==> src/rtl/irq_prio_pkg.sv <==
// Package: shared types and helpers for the interrupt controller.
// Assumes priority codes are two bits wide, with 0 meaning disabled.
package irq_prio_pkg;
    typedef logic [1:0] prio_t;

    // Combine the upper/lower enable bits into a priority code.
    function automatic prio_t make_prio(input logic up, input logic lo);
        return {up, lo};
    endfunction
endpackage

==> src/rtl/irq_edge_detect.sv <==
// Edge detectors for a byte of inputs. Each bit fires on a rising or a
// falling edge, or on both edges where BOTH_OK allows it.
// Assumes the inputs are already synchronous to clk.
module irq_edge_detect #(
    parameter int           W       = 8,
    parameter logic [W-1:0] BOTH_OK = '1
) (
    input  logic         clk,
    input  logic         rst_n,
    input  logic [W-1:0] sig,
    input  logic [W-1:0] rise_sel,
    input  logic [W-1:0] both,
    output logic [W-1:0] evt
);
    logic [W-1:0] prev_q;
    logic [W-1:0] rise, fall, both_eff;

    // Remember the last sampled inputs; reset loads the current value so no spurious edge.
    always_ff @(posedge clk) begin
        prev_q <= sig;
    end

    // Classify edges and apply the per-bit selection.
    always_comb begin
        rise     = sig & ~prev_q;
        fall     = ~sig & prev_q;
        both_eff = both & BOTH_OK;
        evt      = (both_eff & (rise | fall))
                 | (~both_eff & rise_sel & rise)
                 | (~both_eff & ~rise_sel & fall);
        if (!rst_n) evt = '0;
    end
endmodule

==> src/rtl/irq_prio_arbiter.sv <==
// Arbiter: selects the pending source with the highest priority code.
// Ties go to the lowest index. Purely combinational.
// Assumes that code 0 means disabled.
module irq_prio_arbiter
    import irq_prio_pkg::*;
#(
    parameter int N     = 24,
    parameter int VEC_W = $clog2(N)
) (
    input  logic [N-1:0]     pend,
    input  logic [N-1:0]     en_up,
    input  logic [N-1:0]     en_lo,
    output logic             found,
    output logic [VEC_W-1:0] win
);
    prio_t best_lvl;
    prio_t lvl;

    // Scan upward in index; a strict compare keeps the lowest index on a tie.
    always_comb begin
        best_lvl = '0;
        win      = '0;
        lvl      = '0;
        for (int i = 0; i < N; i++) begin
            lvl = make_prio(en_up[i], en_lo[i]);
            if (pend[i] && (lvl > best_lvl)) begin
                best_lvl = lvl;
                win      = VEC_W'(i);
            end
        end
        found = (best_lvl != '0);
    end
endmodule

==> src/rtl/irq_prio_ctrl.sv <==
// Top level of the prioritized vectored interrupt controller: request, enable,
// edge and control registers, source steering, and the take/return handshake.
// Assumes a single synchronous clock, a synchronous active-low reset, and
// rd_data decoded combinationally.
module irq_prio_ctrl #(
    parameter  int                 NUM_GROUPS = 3,
    parameter  int                 GROUP_W    = 8,
    parameter  int                 PORT_GRP   = 1,
    parameter  logic [GROUP_W-1:0] BOTH_OK    = 8'h0F,
    parameter  int                 ADDR_W     = 4,
    localparam int                 NUM_SRC    = NUM_GROUPS * GROUP_W,
    localparam int                 VEC_W      = $clog2(NUM_SRC)
) (
    input  logic               clk,
    input  logic               rst_n,
    input  logic [NUM_SRC-1:0] hw_evt,
    input  logic [GROUP_W-1:0] port_pin,
    input  logic               cmp_out,
    input  logic               wr_en,
    input  logic [ADDR_W-1:0]  wr_addr,
    input  logic [GROUP_W-1:0] wr_data,
    input  logic [ADDR_W-1:0]  rd_addr,
    output logic [GROUP_W-1:0] rd_data,
    input  logic               cpu_ack,
    input  logic               cpu_ret,
    output logic               irq_valid,
    output logic [VEC_W-1:0]   irq_vec
);
    localparam int A_UP   = NUM_GROUPS;
    localparam int A_LO   = 2 * NUM_GROUPS;
    localparam int A_ESEL = 3 * NUM_GROUPS;
    localparam int A_BOTH = A_ESEL + 1;
    localparam int A_CTRL = A_ESEL + 2;

    logic [NUM_SRC-1:0] req_q, up_q, lo_q, set_vec, clr_vec;
    logic [GROUP_W-1:0] esel_q, both_q, det_in, port_evt;
    logic               gie_q, steer_q, busy_q, take, found;
    logic [VEC_W-1:0]   held_q, win;

    // Route the comparator into the pin 0 detector when steering is selected.
    always_comb begin
        det_in    = port_pin;
        det_in[0] = steer_q ? cmp_out : port_pin[0];
    end

    irq_edge_detect #(.W(GROUP_W), .BOTH_OK(BOTH_OK)) u_edge (
        .clk(clk), .rst_n(rst_n), .sig(det_in),
        .rise_sel(esel_q), .both(both_q), .evt(port_evt)
    );

    irq_prio_arbiter #(.N(NUM_SRC), .VEC_W(VEC_W)) u_arb (
        .pend(req_q), .en_up(up_q), .en_lo(lo_q), .found(found), .win(win)
    );

    assign irq_valid = gie_q & found & ~busy_q;
    assign take      = cpu_ack & irq_valid;
    assign irq_vec   = busy_q ? held_q : win;

    // One-hot clear of the request being taken.
    always_comb begin
        clr_vec = '0;
        if (take) clr_vec[win] = 1'b1;
    end

    genvar g;
    generate
        for (g = 0; g < NUM_GROUPS; g++) begin : g_grp
            logic [GROUP_W-1:0] evt_g;
            if (g == PORT_GRP) begin : g_port
                assign evt_g = port_evt;
            end else begin : g_noport
                assign evt_g = '0;
            end
            assign set_vec[g*GROUP_W +: GROUP_W] = hw_evt[g*GROUP_W +: GROUP_W] | evt_g;

            // Request bits: a write or a take clears them, but any event in the same cycle wins.
            always_ff @(posedge clk) begin
                if (!rst_n) begin
                    req_q[g*GROUP_W +: GROUP_W] <= '0;
                end else begin
                    req_q[g*GROUP_W +: GROUP_W] <=
                        (((wr_en && wr_addr == ADDR_W'(g)) ? wr_data
                                                           : req_q[g*GROUP_W +: GROUP_W])
                         & ~clr_vec[g*GROUP_W +: GROUP_W])
                        | set_vec[g*GROUP_W +: GROUP_W];
                end
            end

            // Upper and lower enable bits of this group.
            always_ff @(posedge clk) begin
                if (!rst_n) begin
                    up_q[g*GROUP_W +: GROUP_W] <= '0;
                    lo_q[g*GROUP_W +: GROUP_W] <= '0;
                end else if (wr_en) begin
                    if (wr_addr == ADDR_W'(A_UP + g)) up_q[g*GROUP_W +: GROUP_W] <= wr_data;
                    if (wr_addr == ADDR_W'(A_LO + g)) lo_q[g*GROUP_W +: GROUP_W] <= wr_data;
                end
            end
        end
    endgenerate

    // Edge-select, both-edge and steering configuration.
    always_ff @(posedge clk) begin
        if (!rst_n) begin
            esel_q  <= '0;
            both_q  <= '0;
            steer_q <= 1'b0;
        end else if (wr_en) begin
            if (wr_addr == ADDR_W'(A_ESEL)) esel_q  <= wr_data;
            if (wr_addr == ADDR_W'(A_BOTH)) both_q  <= wr_data & BOTH_OK;
            if (wr_addr == ADDR_W'(A_CTRL)) steer_q <= wr_data[0];
        end
    end

    // Global enable: a take clears it, a return sets it, and software may write it.
    always_ff @(posedge clk) begin
        if (!rst_n)                                    gie_q <= 1'b0;
        else if (take)                                 gie_q <= 1'b0;
        else if (cpu_ret)                              gie_q <= 1'b1;
        else if (wr_en && wr_addr == ADDR_W'(A_CTRL))  gie_q <= wr_data[GROUP_W-1];
    end

    // Hold the taken vector for as long as the acknowledge stays high.
    always_ff @(posedge clk) begin
        if (!rst_n) begin
            busy_q <= 1'b0;
            held_q <= '0;
        end else if (take) begin
            busy_q <= 1'b1;
            held_q <= win;
        end else if (!cpu_ack) begin
            busy_q <= 1'b0;
        end
    end

    // Register read decode.
    always_comb begin
        rd_data = '0;
        for (int k = 0; k < NUM_GROUPS; k++) begin
            if (rd_addr == ADDR_W'(k))        rd_data = req_q[k*GROUP_W +: GROUP_W];
            if (rd_addr == ADDR_W'(A_UP + k)) rd_data = up_q[k*GROUP_W +: GROUP_W];
            if (rd_addr == ADDR_W'(A_LO + k)) rd_data = lo_q[k*GROUP_W +: GROUP_W];
        end
        if (rd_addr == ADDR_W'(A_ESEL)) rd_data = esel_q;
        if (rd_addr == ADDR_W'(A_BOTH)) rd_data = both_q;
        if (rd_addr == ADDR_W'(A_CTRL)) begin
            rd_data[GROUP_W-1] = gie_q;
            rd_data[0]         = steer_q;
        end
    end
endmodule

==> config.mk <==
export PLATFORM = sky130hd
export DESIGN_NAME = irq_prio_ctrl
export DESIGN_NICKNAME = d
export VERILOG_FILES = /design/src/rtl/irq_prio_pkg.sv /design/src/rtl/irq_edge_detect.sv /design/src/rtl/irq_prio_arbiter.sv /design/src/rtl/irq_prio_ctrl.sv
export SDC_FILE = /design/constraint.sdc
export NUM_CORES = 1
export LEC_CHECK = 0
export ABC_AREA = 1
export BUFFER_PORTS_ARGS = -buffer_cell sky130_fd_sc_hd__buf_4
export CAP_MARGIN = 25
export CORE_UTILIZATION = 55
export DETAILED_ROUTE_END_ITERATION = 12
export GPL_ROUTABILITY_DRIVEN = 0
export HOLD_SLACK_MARGIN = 0.08
export PLACE_DENSITY_LB_ADDON = 0.1
export RECOVER_POWER = 100
export SETUP_SLACK_MARGIN = 0.4
export SLEW_MARGIN = 10
export SYNTH_ARGS = -nofsm -noshare
export SYNTH_HDL_FRONTEND = slang
export SYNTH_SLANG_ARGS = --single-unit
==> constraint.sdc <==
create_clock -name clk -period 24.1 [get_ports clk]
set_input_delay 3.615 -clock clk [delete_from_list [all_inputs] [get_ports clk]]
set_output_delay 3.615 -clock clk [all_outputs]
set_load 0.02 [all_outputs]
Word-level counts from Yosys, hierarchy flattened
Cells that the tools add are included.
{"block": "totals", "word_cells": 210, "output_inout_bits": 14, "regBits": 100, "inputBits": 54}
{"block": "op_classes", "order_cmp": 26, "n_mux": 73, "n_eq_ne": 23, "reduce_logical": 43, "n_bitwise": 29}
{"operator": "2-to-1 mux 8 bit", "n": 15}
{"operator": "bitwise AND 8 bit", "n": 9}
{"operator": "bitwise OR 8 bit", "n": 7}
{"operator": "2-to-1 mux 2 bit", "n": 26}
{"operator": "NOT 8 bit", "n": 6}
{"operator": "greater-than comparator 2 bit", "n": 23}
{"operator": "2-to-1 mux 5 bit", "n": 9}
{"operator": "== test 4 x 3 -> 1 bit (second input constant)", "n": 8}
{"operator": "== test 4 bit (second input constant)", "n": 8}
{"operator": "2-to-1 mux 4 bit", "n": 8}
{"operator": "logical AND 1 bit", "n": 29}
{"operator": "2-to-1 mux 24 bit", "n": 1}
{"operator": "AND reduction 2 bit", "n": 9}
{"operator": "== test 4 x 2 -> 1 bit (second input constant)", "n": 4}
{"operator": "2-to-1 mux 3 bit", "n": 4}
{"operator": "2-to-1 mux 1 bit", "n": 9}
{"operator": "bitwise AND 4 x 8 -> 8 bit", "n": 1}
{"operator": "== test 4 x 1 -> 1 bit (second input constant)", "n": 2}
{"operator": "zero test 4 bit", "n": 2}
{"operator": "NOT 4 -> 8 bit", "n": 1}
{"operator": "less-than comparator 5 x 6 -> 1 bit (second input constant)", "n": 1}
{"operator": "demux 1 bit (select 5 bit)", "n": 1}
{"operator": "greater-or-equal comparator 5 x 1 -> 1 bit (second input constant)", "n": 1}
{"operator": "nonzero test 2 bit", "n": 2}
{"operator": "other kinds (5)", "n": 8}

Logic depth before layout (Yosys ltp)
{"block": "logic_depth", "word_depth": 80, "depth_mapped": 188, "depth_no_buf": 188}

Modules after synthesis
From an unflattened synthesis, not the netlist that was laid out.
{"block": "hier_totals", "cells_unflattened": 1089, "area_unflattened_um2": 6946.7}
{"module": "irq_prio_ctrl", "area_per_inst_um2": 4425.5, "cells_each": 628, "n_inst": 1, "seq_area_each_um2": 1841.8}
{"module": "irq_prio_arbiter", "area_per_inst_um2": 1979.4, "cells_each": 372, "n_inst": 1, "seq_area_each_um2": 0.0}
{"module": "irq_edge_detect", "area_per_inst_um2": 541.8, "cells_each": 89, "n_inst": 1, "seq_area_each_um2": 160.2}

Worst setup path before layout
No wires, ideal clock.
{"block": "synth_timing", "kind": "register -> output", "startpoint": "reg lo_q[0]", "endpoint": "out irq_vec[3]", "arrival_ns": 19.572, "stages_incl_launch_ff": 169, "setup_slack_ns": 0.913, "cell_sequence": "dfxtp_1 -> inv_2 -> nand2_1 -> nand3_1 -> ha_1 -> a21oi_2 -> nand2_1 -> o21ai_0 -> ha_1 -> inv_1 -> nand2_1 -> a21oi_1 -> nand2_1 -> nand2_1 -> nand2_1 -> inv_1 -> ha_1 -> o21ai_0 -> [133 not listed] -> and2_1 -> ha_1 -> nand2_1 -> nand2_1 -> nor2_1 -> nand2_1 -> o21ai_1 -> inv_1 -> ha_1 -> a21oi_1 -> nor2_1 -> inv_1 -> nand2_1 -> inv_1 -> nand3_2 -> nor2_2 -> o21ai_4 -> o21ai_0"}
{"block": "synth_via", "elab_chain_cells": 73, "word_cells_on_any_way": 88}
{"item": "start, declared", "line_no": "irq_prio_ctrl.sv:35", "rtl": "logic [NUM_SRC-1:0] req_q, up_q, lo_q, set_vec, clr_vec;"}
{"item": "start signal, assigned by index", "line_no": "irq_prio_ctrl.sv:96", "rtl": "if (wr_addr == ADDR_W'(A_LO + g)) lo_q[g*GROUP_W +: GROUP_W] <= wr_data;"}
{"item": "greater-than comparator 2 x 1 -> 1 bit", "line_no": "irq_prio_arbiter.sv:26", "rtl": "if (pend[i] && (lvl > best_lvl)) begin"}
{"item": "logical AND 1 bit", "line_no": "irq_prio_arbiter.sv:26"}
{"item": "2-to-1 mux 2 bit *", "line_no": "irq_prio_arbiter.sv:26"}
{"item": "greater-than comparator 2 bit", "line_no": "irq_prio_arbiter.sv:26"}
{"item": "logical AND 1 bit", "line_no": "irq_prio_arbiter.sv:26"}
{"item": "2-to-1 mux 2 bit *", "line_no": "irq_prio_arbiter.sv:26"}
{"item": "greater-than comparator 2 bit", "line_no": "irq_prio_arbiter.sv:26"}
{"item": "logical AND 1 bit", "line_no": "irq_prio_arbiter.sv:26"}
{"item": "[57 not listed]"}
{"item": "2-to-1 mux 2 bit", "line_no": "irq_prio_arbiter.sv:26"}
{"item": "greater-than comparator 2 bit", "line_no": "irq_prio_arbiter.sv:26"}
{"item": "logical AND 1 bit", "line_no": "irq_prio_arbiter.sv:26"}
{"item": "2-to-1 mux 2 bit", "line_no": "irq_prio_arbiter.sv:26"}
{"item": "greater-than comparator 2 bit", "line_no": "irq_prio_arbiter.sv:26"}
{"item": "logical AND 1 bit", "line_no": "irq_prio_arbiter.sv:26"}
{"item": "2-to-1 mux 5 bit *", "line_no": "irq_prio_arbiter.sv:26"}
{"item": "2-to-1 mux 5 bit *", "line_no": "irq_prio_ctrl.sv:57", "rtl": "assign irq_vec = busy_q ? held_q : win;"}
{"item": "end, declared", "line_no": "irq_prio_ctrl.sv:27", "rtl": "output logic [VEC_W-1:0] irq_vec"}
Every way passes the cells marked *; elsewhere a longest branch is shown, timed or not.

Final worst setup path
{"block": "layout_timing", "startpoint": "reg lo_q[0]", "endpoint": "out irq_valid"}
{"block": "layout_via", "elab_chain_cells": 75}
{"item": "greater-than comparator 2 x 1 -> 1 bit", "line_no": "irq_prio_arbiter.sv:26"}
{"item": "logical AND 1 bit", "line_no": "irq_prio_arbiter.sv:26"}
{"item": "2-to-1 mux 2 bit *", "line_no": "irq_prio_arbiter.sv:26"}
{"item": "greater-than comparator 2 bit", "line_no": "irq_prio_arbiter.sv:26"}
{"item": "logical AND 1 bit", "line_no": "irq_prio_arbiter.sv:26"}
{"item": "2-to-1 mux 2 bit *", "line_no": "irq_prio_arbiter.sv:26"}
{"item": "greater-than comparator 2 bit", "line_no": "irq_prio_arbiter.sv:26"}
{"item": "logical AND 1 bit", "line_no": "irq_prio_arbiter.sv:26"}
{"item": "[58 not listed]"}
{"item": "greater-than comparator 2 bit", "line_no": "irq_prio_arbiter.sv:26"}
{"item": "logical AND 1 bit", "line_no": "irq_prio_arbiter.sv:26"}
{"item": "2-to-1 mux 2 bit *", "line_no": "irq_prio_arbiter.sv:26"}
{"item": "greater-than comparator 2 bit", "line_no": "irq_prio_arbiter.sv:26"}
{"item": "logical AND 1 bit", "line_no": "irq_prio_arbiter.sv:26"}
{"item": "2-to-1 mux 2 bit *", "line_no": "irq_prio_arbiter.sv:26"}
{"item": "nonzero test 2 bit *", "line_no": "irq_prio_arbiter.sv:31", "rtl": "found = (best_lvl != '0);"}
{"item": "bitwise AND 1 bit * (2 in a row)", "line_no": "irq_prio_ctrl.sv:55", "rtl": "assign irq_valid = gie_q & found & ~busy_q;"}
{"item": "end, declared", "line_no": "irq_prio_ctrl.sv:26", "rtl": "output logic irq_valid,"}
Marked as above.

==> results.json <==
{
  "status": "complete, but fails checks",
  "violations": "capacitance limit, slew limit",
  "cts_htree_levels": 3,
  "power_uw": 810,
  "syn-num-nets": 1156,
  "cts_buffers": 9,
  "synth.area.top_cells": "dfxtp_1, inv_1, nand2_1",
  "syn_avg_cell_area_um2": 6.53,
  "fp-row-count": 40,
  "die_h_um": 115,
  "seq_area_frac_synth_pct": 28.7,
  "ys.warnings.count": 0,
  "grt_pass1_vias": 7122,
  "wl_met3_um": 2690,
  "floorplan.die_area_mm2": 0.0131,
  "grt_pass1_wl_um": 35800,
  "rsz0062_at_grt": "yes",
  "r2r_start": "lo_q[0]$_SDFFE_PN0P_",
  "layout-drive-gt1-share_pct": 35.4,
  "min_period_ns": 23.92,
  "critPathSlowestCell": "dfxtp_2",
  "synth_edf_count": 0,
  "cp.depth": 173,
  "clkTransAtPathRegs_ns": 0.06,
  "min_path_type": "reg -> reg",
  "p_per_area_mw_per_mm2": 84.2,
  "cts_buffer_depth": 2,
  "fillers": 839,
  "core_area_mm2": 0.0122,
  "syn2layout_area_growth_pct": 38.0,
  "reg2regPathDepth": 174,
  "worstMarginPinSlew_ns": 2.57,
  "hpwl_um": 16000,
  "grt_max_degree": 67,
  "clock-root-buffer": "clkbuf_16",
  "tns_ns": 0,
  "route.met2.wl_um": 12600,
  "topRoutingLayerUsed": "met4",
  "synth-async-reset-ratio_pct": 0,
  "timing.final.ws_setup_ns": 0.181,
  "setup.worst_path.start_class": "flip-flop",
  "critPathMaxFanout": 4,
  "die_w_um": 115,
  "fmax_ghz": 0.0418,
  "netlist_instances": 1068,
  "cts.sink_count": 100,
  "path_delay_family": "simple AND/OR/NAND/NOR gates",
  "portBuffers": 67,
  "fin_nets": 1317,
  "critical_path_class": "reg -> out",
  "netlist.area_leader.share_pct": 28.7,
  "grt_util_all_layers_pct": 35.7,
  "routed-via-count": 8343,
  "maxSlewHeadroom_pct": -71.4,
  "skew_ns": 0.0133,
  "synth.distinct_cells": 39,
  "synthFlopType": "dfxtp_1",
  "crit_required_ns": 20.48,
  "pre_cts_slack_ns": -0.550,
  "clkLatencyLatePin_ns": 0.37,
  "synth_seq_cells": 100,
  "initial_utilization_pct": 57.3,
  "max_stage_delay_ns": 0.35,
  "routed_via_density": 5.96,
  "io-pin-count": 68,
  "final-seq-area_mm2": 0.00200,
  "maxSlewViolCount": 103,
  "post_drt_wl_per_cell_um": 19.6,
  "vdd_drop_max_uv": 70.4,
  "r2r_setup_slack_ns": 1.75,
  "min_period_over_period_pct": 99.2,
  "met1_length_um": 10300,
  "ant_nets": 0,
  "finalSetupViolations": 0,
  "grt_antenna_before_repair": 0,
  "startpoint": "lo_q[0]$_SDFFE_PN0P_",
  "drt_iter0_markers": 900,
  "remaining_drc_errors": 0,
  "finalHoldViolCount": 0,
  "firstDrtPassIters": 6,
  "maxCapViolCount": 2,
  "cpMostUsedCell": "nand2_2",
  "overflow": 0,
  "synth_area_leader_cell": "dfxtp_1",
  "routed_wl_um": 27500,
  "end_kind": "output port",
  "multiInputGateArea_mm2": 0.00503,
  "crit_buf_inv": 46,
  "cts_tree": "done",
  "synth_area_mm2": 0.00697,
  "crit_arrival_ns": 20.30,
  "diodes": 0,
  "critical_path.endpoint": "irq_valid",
  "r2r_end": "held_q[1]$_SDFFE_PN0P_",
  "p_leak_nw": 4.37
}
per-layer routing:
metal | up-vias | track usage (%)
li1 | 3820 | -
met1 | 3801 | 43.6
met2 | 545 | 61.4
met4 | 0 | 18.8
met5 | - | 0
met3 | 177 | 4.66
registers in the layout (all words and copies together), names as in the netlist:
name,flops
busy_q,1
lo_q,24
steer_q,1
gie_q,1
up_q,24
both_q,4
u_edge.prev_q,8
held_q,5
req_q,24
esel_q,8
repair_timing:
item,4_1_cts,5_1_grt
endpoints found under the hold margin,0,0
setup buffers,58,48
gates cloned,0,0
pin swaps,40,129
setup endpoints to repair,6,6
hold buffers,0,0
resized for setup,47,208
power breakdown:
group / total [mW] / switching [mW] / internal, mW
combinational: 0.479 / 0.278 / 0.201
clock: 0.149 / 0.0662 / 0.0829
sequential: 0.182 / 0.00839 / 0.174
total: 0.810 / 0.352 / 0.458
how the worst min path moves through the flow:
stage                                start                      to  cells after the start
floorplan           held_q[0]$_SDFFE_PN0P_  held_q[0]$_SDFFE_PN0P_                      2
global route        held_q[0]$_SDFFE_PN0P_  held_q[0]$_SDFFE_PN0P_                      2
global placement    held_q[0]$_SDFFE_PN0P_  held_q[0]$_SDFFE_PN0P_                      2
detailed placement  held_q[1]$_SDFFE_PN0P_  held_q[1]$_SDFFE_PN0P_                      2
finish              held_q[0]$_SDFFE_PN0P_  held_q[0]$_SDFFE_PN0P_                      2
CTS                 held_q[0]$_SDFFE_PN0P_  held_q[0]$_SDFFE_PN0P_                      2
stage by stage:
step | utilization, % | area [um2] | hold slack (ns) | instances
floorplan | - | 6970 | 0.425 | 1068
detailed placement | 62.4 | 7590 | 0.446 | 1280
CTS | 69.7 | 8470 | 0.456 | 1353
finish | 79.1 | 9620 | 0.462 | 1401
global route | 79.1 | 9620 | 0.495 | 1401
global placement | 62.4 | 7590 | 0.443 | 1280
placed cells by master, fill, tap and decap left out, types with 6 or more instances in the layout:
| cell type | instances |
|---|---|
| a211oi_1 | 8 |
| a21oi_1 | 94 |
| a21oi_2 | 26 |
| and2_4 | 10 |
| buf_4 | 149 |
| buf_6 | 12 |
| clkbuf_1 | 19 |
| clkbuf_16 | 9 |
| dfxtp_1 | 98 |
| ha_1 | 13 |
| ha_4 | 21 |
| inv_1 | 157 |
| inv_2 | 34 |
| inv_4 | 7 |
| nand2_1 | 129 |
| nand2_2 | 49 |
| nand2_4 | 11 |
| nand3_1 | 32 |
| nand3_2 | 23 |
| nand3_4 | 18 |
| nand4_1 | 10 |
| nor2_1 | 91 |
| nor2_2 | 8 |
| nor3_1 | 7 |
| o211ai_1 | 6 |
| o21ai_0 | 109 |
| o21ai_2 | 9 |
| o21bai_2 | 24 |
| o22ai_1 | 8 |
area by class of cell:
type / count / share of cell area [%]
flip-flops and latches: 100 / 20.8
repair buffers: 178 / 13.7
clock inverters: 2 / 0.364
clock buffers: 13 / 2.60
well taps: 168 / 2.19
multi-input cells: 740 / 52.3
inverters: 200 / 7.99
cells by family after synthesis:
family / count (synthesis) / synth area share [%]
buffers and inverters: 228 / 12.7
adders and majority gates: 34 / 6.10
muxes: 4 / 0.628
and+or+nand+nor: 395 / 25.1
AOI/OAI and AO/OA: 307 / 26.8
DFF: 100 / 28.7
cells in the mapped netlist, types with 2 or more instances:
library cell,instances
inv_1,193
nand2_1,182
o21ai_0,118
a21oi_1,111
dfxtp_1,100
nor2_1,97
nand3_1,61
ha_1,34
clkbuf_1,25
o21bai_2,24
nand3_2,12
a21oi_2,11
and2_1,10
nand4_1,9
a211oi_1,8
o22ai_1,8
nand2_2,7
nor3_1,7
nor2_2,6
o211ai_1,6
inv_2,4
o2111ai_1,4
o21ai_1,4
a2111oi_0,3
clkinv_1,3
mux2_2,3
o211ai_2,3
o31ai_1,3
buf_6,2
worst register-to-register path: cells and delay by family, from the launching register on:
family / cells / cell delay, ns
buf+inv: 46 / 3.88
fa+ha+maj: 21 / 5.39
compound gates: 20 / 3.11
flops: 1 / 0.35
simple gates: 87 / 9.44
(Power assumes the default switching activity.)
